**config.mk**
```make
export PLATFORM = sky130hd
export DESIGN_NAME = el_state_bank
export DESIGN_NICKNAME = d
export VERILOG_FILES = /design/src/rtl/elsb_pkg.sv /design/src/rtl/elsb_save_bank.sv /design/src/rtl/elsb_sp_bank.sv /design/src/rtl/elsb_ctrl.sv /design/src/rtl/el_state_bank.sv
export SDC_FILE = /design/constraint.sdc
export NUM_CORES = 1
export LEC_CHECK = 0
export BUFFER_PORTS_ARGS = -buffer_cell sky130_fd_sc_hd__clkbuf_2
export CAP_MARGIN = 20
export CORE_ASPECT_RATIO = 0.5
export CORE_MARGIN = 4
export CORE_UTILIZATION = 55
export CTS_CLUSTER_DIAMETER = 200
export CTS_CLUSTER_SIZE = 14
export DETAILED_ROUTE_END_ITERATION = 10
export PLACE_DENSITY = 0.83
export SYNTH_ARGS = -nofsm -noshare
export SYNTH_HDL_FRONTEND = slang
export SYNTH_SLANG_ARGS = --single-unit
```
**constraint.sdc**
```tcl
create_clock -name clk -period 4.2 [get_ports clk]
set_input_delay 0.63 -clock clk [delete_from_list [all_inputs] [get_ports clk]]
set_output_delay 0.63 -clock clk [all_outputs]
set_load 0.05 [all_outputs]
```
**src/rtl/elsb_pkg.sv**
```systemverilog
package elsb_pkg;
  typedef logic [1:0] lvl_t;

  localparam int NUM_LVL = 4;
  localparam int LVL_LSB = 2;
  localparam int SEL_POS = 0;

  typedef enum logic [1:0] {
    OP_IDLE  = 2'd0,
    OP_ENTER = 2'd1,
    OP_RET   = 2'd2,
    OP_WRITE = 2'd3
  } op_e;
endpackage

```
**src/rtl/elsb_save_bank.sv**
```systemverilog
module elsb_save_bank
  import elsb_pkg::*;
#(
  parameter int AW = 32,
  parameter int SW = 16
) (
  input  logic          clk,
  input  logic          rst_n,
  input  logic          save_en,
  input  lvl_t          save_lvl,
  input  logic [AW-1:0] save_addr,
  input  logic [SW-1:0] save_status,
  input  lvl_t          rd_lvl,
  output logic [AW-1:0] rd_addr,
  output logic [SW-1:0] rd_status
);
  logic [AW-1:0] addr_q [NUM_LVL];
  logic [SW-1:0] stat_q [NUM_LVL];

  // level 0 owns no save slot
  assign addr_q[0] = '0;
  assign stat_q[0] = '0;

  for (genvar g = 1; g < NUM_LVL; g++) begin : g_slot
    logic slot_en;
    assign slot_en = save_en && (save_lvl == lvl_t'(g));

    always_ff @(posedge clk or negedge rst_n) begin
      if (!rst_n) begin
        addr_q[g] <= '0;
        stat_q[g] <= '0;
      end else if (slot_en) begin
        addr_q[g] <= save_addr;
        stat_q[g] <= save_status;
      end
    end
  end

  assign rd_addr   = addr_q[rd_lvl];
  assign rd_status = stat_q[rd_lvl];

  p_save_r2: assert property (@(posedge clk) disable iff (!rst_n)
    save_en |=> (addr_q[$past(save_lvl)] == $past(save_addr)) &&
                (stat_q[$past(save_lvl)] == $past(save_status)));

  p_rd_l0_r6: assert property (@(posedge clk) disable iff (!rst_n)
    (rd_lvl == 2'd0) |-> (rd_addr == '0));
endmodule

```
**src/rtl/elsb_sp_bank.sv**
```systemverilog
module elsb_sp_bank
  import elsb_pkg::*;
#(
  parameter int AW = 32
) (
  input  logic          clk,
  input  logic          rst_n,
  input  lvl_t          cur_level,
  input  logic          sel_h,
  input  logic          wr_en,
  input  logic [AW-1:0] wr_data,
  output logic [AW-1:0] active
);
  logic [AW-1:0] sp_q [NUM_LVL];
  lvl_t          act_idx;

  always_comb begin
    if (sel_h && (cur_level != 2'd0)) act_idx = cur_level;
    else                              act_idx = 2'd0;
  end

  for (genvar g = 0; g < NUM_LVL; g++) begin : g_sp
    logic sp_en;
    assign sp_en = wr_en && (act_idx == lvl_t'(g));

    always_ff @(posedge clk or negedge rst_n) begin
      if (!rst_n)     sp_q[g] <= '0;
      else if (sp_en) sp_q[g] <= wr_data;
    end
  end

  assign active = sp_q[act_idx];

  p_sp_write_r9: assert property (@(posedge clk) disable iff (!rst_n)
    wr_en |=> sp_q[$past(act_idx)] == $past(wr_data));

  p_l0_shared_r8: assert property (@(posedge clk) disable iff (!rst_n)
    (cur_level == 2'd0 || !sel_h) |-> active == sp_q[0]);
endmodule

```
**src/rtl/elsb_ctrl.sv**
```systemverilog
module elsb_ctrl
  import elsb_pkg::*;
#(
  parameter int            SW         = 16,
  parameter logic [SW-1:0] RST_STATUS = 16'h000D
) (
  input  logic          clk,
  input  logic          rst_n,
  input  logic          entry_valid,
  input  lvl_t          entry_level,
  input  logic          eret_valid,
  input  logic          status_wr_en,
  input  logic [SW-1:0] status_wr_data,
  input  logic [SW-1:0] saved_status,
  output logic [SW-1:0] status_q,
  output lvl_t          cur_level,
  output logic          sel_h,
  output logic          save_en,
  output logic          entry_err,
  output logic          eret_err
);
  op_e           op;
  logic          entry_ok;
  logic          ret_ok;
  logic [SW-1:0] status_d;
  logic          status_en;
  logic          entry_err_d;
  logic          eret_err_d;

  assign cur_level = status_q[LVL_LSB +: 2];
  assign sel_h     = status_q[SEL_POS];

  always_comb begin
    if (entry_valid)       op = OP_ENTER;
    else if (eret_valid)   op = OP_RET;
    else if (status_wr_en) op = OP_WRITE;
    else                   op = OP_IDLE;
  end

  assign entry_ok = (entry_level != 2'd0) && (entry_level >= cur_level);
  assign ret_ok   = (cur_level != 2'd0);

  always_comb begin
    status_d    = status_q;
    status_en   = 1'b0;
    save_en     = 1'b0;
    entry_err_d = 1'b0;
    eret_err_d  = 1'b0;
    unique case (op)
      OP_ENTER: begin
        if (entry_ok) begin
          save_en                  = 1'b1;
          status_en                = 1'b1;
          status_d[LVL_LSB +: 2]   = entry_level;
          status_d[SEL_POS]        = 1'b1;
        end else begin
          entry_err_d = 1'b1;
        end
      end
      OP_RET: begin
        if (ret_ok) begin
          status_en = 1'b1;
          status_d  = saved_status;
        end else begin
          eret_err_d = 1'b1;
        end
      end
      OP_WRITE: begin
        status_en = 1'b1;
        status_d  = status_wr_data;
      end
      default: ;
    endcase
  end

  always_ff @(posedge clk or negedge rst_n) begin
    if (!rst_n)         status_q <= RST_STATUS;
    else if (status_en) status_q <= status_d;
  end

  always_ff @(posedge clk or negedge rst_n) begin
    if (!rst_n) begin
      entry_err <= 1'b0;
      eret_err  <= 1'b0;
    end else begin
      entry_err <= entry_err_d;
      eret_err  <= eret_err_d;
    end
  end

  p_entry_reject_r4: assert property (@(posedge clk) disable iff (!rst_n)
    (entry_valid && (entry_level == 2'd0 || entry_level < cur_level))
      |=> entry_err && $stable(status_q));

  p_entry_level_r3: assert property (@(posedge clk) disable iff (!rst_n)
    (entry_valid && entry_level != 2'd0 && entry_level >= cur_level)
      |=> (cur_level == $past(entry_level)) && sel_h);

  p_eret_restore_r5: assert property (@(posedge clk) disable iff (!rst_n)
    (!entry_valid && eret_valid && cur_level != 2'd0)
      |=> status_q == $past(saved_status));

  p_eret_l0_r7: assert property (@(posedge clk) disable iff (!rst_n)
    (!entry_valid && eret_valid && cur_level == 2'd0)
      |=> eret_err && $stable(status_q));

  p_err_excl_r10: assert property (@(posedge clk) disable iff (!rst_n)
    $onehot0({entry_err, eret_err}));
endmodule

```
**src/rtl/el_state_bank.sv**
```systemverilog
module el_state_bank
  import elsb_pkg::*;
#(
  parameter int            AW         = 32,
  parameter int            SW         = 16,
  parameter logic [SW-1:0] RST_STATUS = 16'h000D
) (
  input  logic          clk,
  input  logic          rst_n,
  input  logic          entry_valid,
  input  logic [1:0]    entry_level,
  input  logic [AW-1:0] entry_addr,
  input  logic          eret_valid,
  input  logic          status_wr_en,
  input  logic [SW-1:0] status_wr_data,
  input  logic          sp_wr_en,
  input  logic [AW-1:0] sp_wr_data,
  output logic [SW-1:0] status_q,
  output logic [1:0]    cur_level,
  output logic [AW-1:0] sp_active,
  output logic [AW-1:0] resume_addr,
  output logic          entry_err,
  output logic          eret_err
);
  logic          sel_h;
  logic          save_en;
  logic [SW-1:0] saved_status;
  lvl_t          lvl;

  assign cur_level = lvl;

  elsb_ctrl #(.SW(SW), .RST_STATUS(RST_STATUS)) u_ctrl (
    .clk            (clk),
    .rst_n          (rst_n),
    .entry_valid    (entry_valid),
    .entry_level    (entry_level),
    .eret_valid     (eret_valid),
    .status_wr_en   (status_wr_en),
    .status_wr_data (status_wr_data),
    .saved_status   (saved_status),
    .status_q       (status_q),
    .cur_level      (lvl),
    .sel_h          (sel_h),
    .save_en        (save_en),
    .entry_err      (entry_err),
    .eret_err       (eret_err)
  );

  elsb_save_bank #(.AW(AW), .SW(SW)) u_save (
    .clk         (clk),
    .rst_n       (rst_n),
    .save_en     (save_en),
    .save_lvl    (entry_level),
    .save_addr   (entry_addr),
    .save_status (status_q),
    .rd_lvl      (lvl),
    .rd_addr     (resume_addr),
    .rd_status   (saved_status)
  );

  elsb_sp_bank #(.AW(AW)) u_sp (
    .clk       (clk),
    .rst_n     (rst_n),
    .cur_level (lvl),
    .sel_h     (sel_h),
    .wr_en     (sp_wr_en),
    .wr_data   (sp_wr_data),
    .active    (sp_active)
  );
endmodule

```
==> metrics.yaml <==
run_status:
  status: "complete, no violations"
timing:
  slew_violations: 0
  finalCritPeriodShare: 0.8050
  rsz0062_at_grt: "false"
  fin_setup_tns_ns: 0
  worstMarginPinSlew_ns: 1.036
  max_freq_ghz: 0.2958
  fin_crit_ns: 3.381
  finClkSkew_ns: 0.02660
  setup_viol_count_final: 0
  maxSlewHeadroom: 0.3063
  whs_ns: 0.1632
  hold_viol: 0
cts:
  clk_latency_ns: 0.54
  holdBufCountCts: 0
  clock_path_buffers: 3
  path_clk_slew_ns: 0.07
  cts_resized: 0
  cts_tree: "built"
  cts.sinks: 290
  cts_buffers: 24
  htreeDepth: 1
  cts-root-buf: "clkbuf_16"
  cts_setup_buffers: 0
synthesis:
  synth_most_common_cell: "mux2_2"
  synth_edf_count: 0
  synth.ff_latch_count: 290
  synth_xor_area_frac: 0
  synth-compound-area-share: 0.04854
  synth_top_family_by_area: "multiplexers"
  syn_avg_cell_area_um2: 15.36
  yosys.cell_types.count: 36
  syn-cell-area_mm2: 0.01281
  synth-adder-area-share: 0.001953
  synth_top_area_cell: "dfrtp_1"
  synth_ff_type: "dfrtp_1"
  synth_common_cells: "mux2_2, dfrtp_1, mux4_2"
  syn_inst: 834
  synth_top_area_frac: 0.5606
  yosysWarnings: 0
  synthTopCellsByArea: "dfrtp_1, mux2_2, mux4_2"
  synth_nets: 924
  yosys-mux-area-fraction: 0.3392
  async_flop_share: 1.000
  ys_seq_area_frac: 0.5668
  yosys.area_share.simple: 0.01738
drt:
  drt-wirelength-per-cell_um: 20.98
  totalWireLength_um: 27360
  drc_errors: 0
  via_count: 7618
  vias_per_cell: 5.842
  final_antenna_net_count: 0
  drt_iter0_markers: 408
  drt_first_pass_iters: 4
hold_path:
  hold_path.class: "input pin to asynchronous set/reset pin"
final_layout:
  fillers: 1676
  diodes: 0
  area_delta_synth_final_pct: 14.15
  fin_nets: 1077
  drive_gt1_frac: 0.5587
  final_area_mm2: 0.01462
floorplan:
  io_pins: 172
  core_mm2: 0.02284
  dieArea_mm2: 0.02595
  fp-row-count: 39
  initial_core_util: 0.5610
  dieHeight_um: 115.9
  die_w_um: 223.8
setup_path:
  critPathRequiredTime_ns: 3.57
  r2r-end: "u_save.addr_q[6]"
  rr_startpoint: "u_ctrl.status_q[2]"
  startpoint_type: "register"
  reg2reg_slack_ns: 1.15
  crit_path_end_kind: "output pin"
  startpoint: "u_ctrl.status_q[3]"
  worst-endpoint-arrival_ns: 2.75
  setup.worst_path.end: "sp_active[6]"
  crit_path_max_fanout: 20
  critPathKind: "register to output pin"
  ff2ff_path_depth: 6
place:
  dp_hpwl_um: 17380
  placed_cell_area_mm2: 0.01394
  portBuffers: 171
  gp_congestion: 0.8054
grt:
  overflow: 0
  track_usage: 0.2127
  grt_max_degree: 111
  first_global_vias: 8325
  grt_pass1_wl_um: 44390
  antenna_found_initial: 1
run:
  maxCapViolations: 0
layout by cell type (no fill, tap or decap), types with 2 or more instances in the layout:
| cell type | synthesis | layout |
|---|---|---|
| mux2_2 | 301 | 301 |
| dfrtp_1 | 287 | 287 |
| clkbuf_2 | 0 | 170 |
| mux4_2 | 32 | 32 |
| a22o_1 | 31 | 31 |
| o21ai_0 | 28 | 28 |
| clkbuf_16 | 0 | 24 |
| mux2_1 | 20 | 20 |
| nand2_1 | 19 | 18 |
| a221o_1 | 13 | 13 |
| buf_4 | 7 | 11 |
| clkbuf_1 | 10 | 10 |
| nor2_1 | 5 | 5 |
| buf_12 | 0 | 5 |
| nor2b_1 | 4 | 3 |
| nand4_1 | 3 | 3 |
| a21oi_1 | 3 | 3 |
| dfstp_2 | 3 | 3 |
| inv_1 | 2 | 2 |
| o22ai_1 | 2 | 2 |
| nor3b_2 | 2 | 2 |
| and3_2 | 0 | 2 |
| a22oi_1 | 2 | 2 |
| ha_1 | 2 | 2 |
flip-flops by register name, summed over array words and instances (netlist names):
| signal | count |
|---|---|
| u_sp.sp_q | 128 |
| u_save.addr_q | 96 |
| u_save.stat_q | 48 |
| u_ctrl.status_q | 16 |
| u_ctrl.entry_err | 1 |
| u_ctrl.eret_err | 1 |
final cells by class:
cell class,instances,area [µm²],share of cell area
clock buffers,34,638.1,0.04363
clock inverters,2,46.29,0.003166
inverters,2,7.507,0.0005133
multi-input cells,482,5239,0.3582
flip-flops and latches,290,7261,0.4965
well taps,307,384.1,0.02627
repair buffers,187,1049,0.07170
metal layers:
metal,up-vias,global-route usage,share of wire
li1,3401,-,-
met1,4028,0.2854,0.44
met2,149,0.3728,0.50
met3,38,0.03695,0.036
met4,2,0.04596,0.018
met5,-,0,0.00058
how the worst min path moves through the flow:
stage | slack (ns) | from | to | depth (start not counted)
global route | 0.21 | rst_n | u_sp.sp_q[3] | 1
global placement | 0.46 | u_save.stat_q[33] | u_save.stat_q[33] | 1
floorplan | 0.33 | rst_n | u_ctrl.entry_err | 0
detailed placement | 0.47 | u_save.stat_q[38] | u_save.stat_q[38] | 1
finish | 0.16 | rst_n | u_sp.sp_q[72] | 1
CTS | 0.20 | rst_n | u_save.stat_q[30] | 1
critical path, stage by stage (launching register included):
cell      delay (ns)
dfstp_2         0.69
nand2_1         0.48
buf_4           0.43
mux4_2          0.34
clkbuf_2        0.25
cell families after synthesis:
family	Yosys count
and+or+nand+nor	42
muxes	354
AOI/OAI and AO/OA	84
adders and majority gates	2
buffers and inverters	62
DFF	290
per-stage QoR:
| stage | utilization | worst slack [ns] | instances |
|---|---|---|---|
| 2_1_floorplan | - | 0.9987 | 834 |
| 3_3_place_gp | 0.6104 | 1.280 | 1268 |
| 3_5_place_dp | 0.6104 | 1.184 | 1268 |
| 4_1_cts | 0.6404 | 0.7944 | 1304 |
| 5_1_grt | 0.6404 | 0.6917 | 1304 |
| 6_report | 0.6404 | 0.8190 | 1304 |
Power is not shown: default switching activity piles up to over one toggle a cycle in this logic, so the estimate is an artifact.
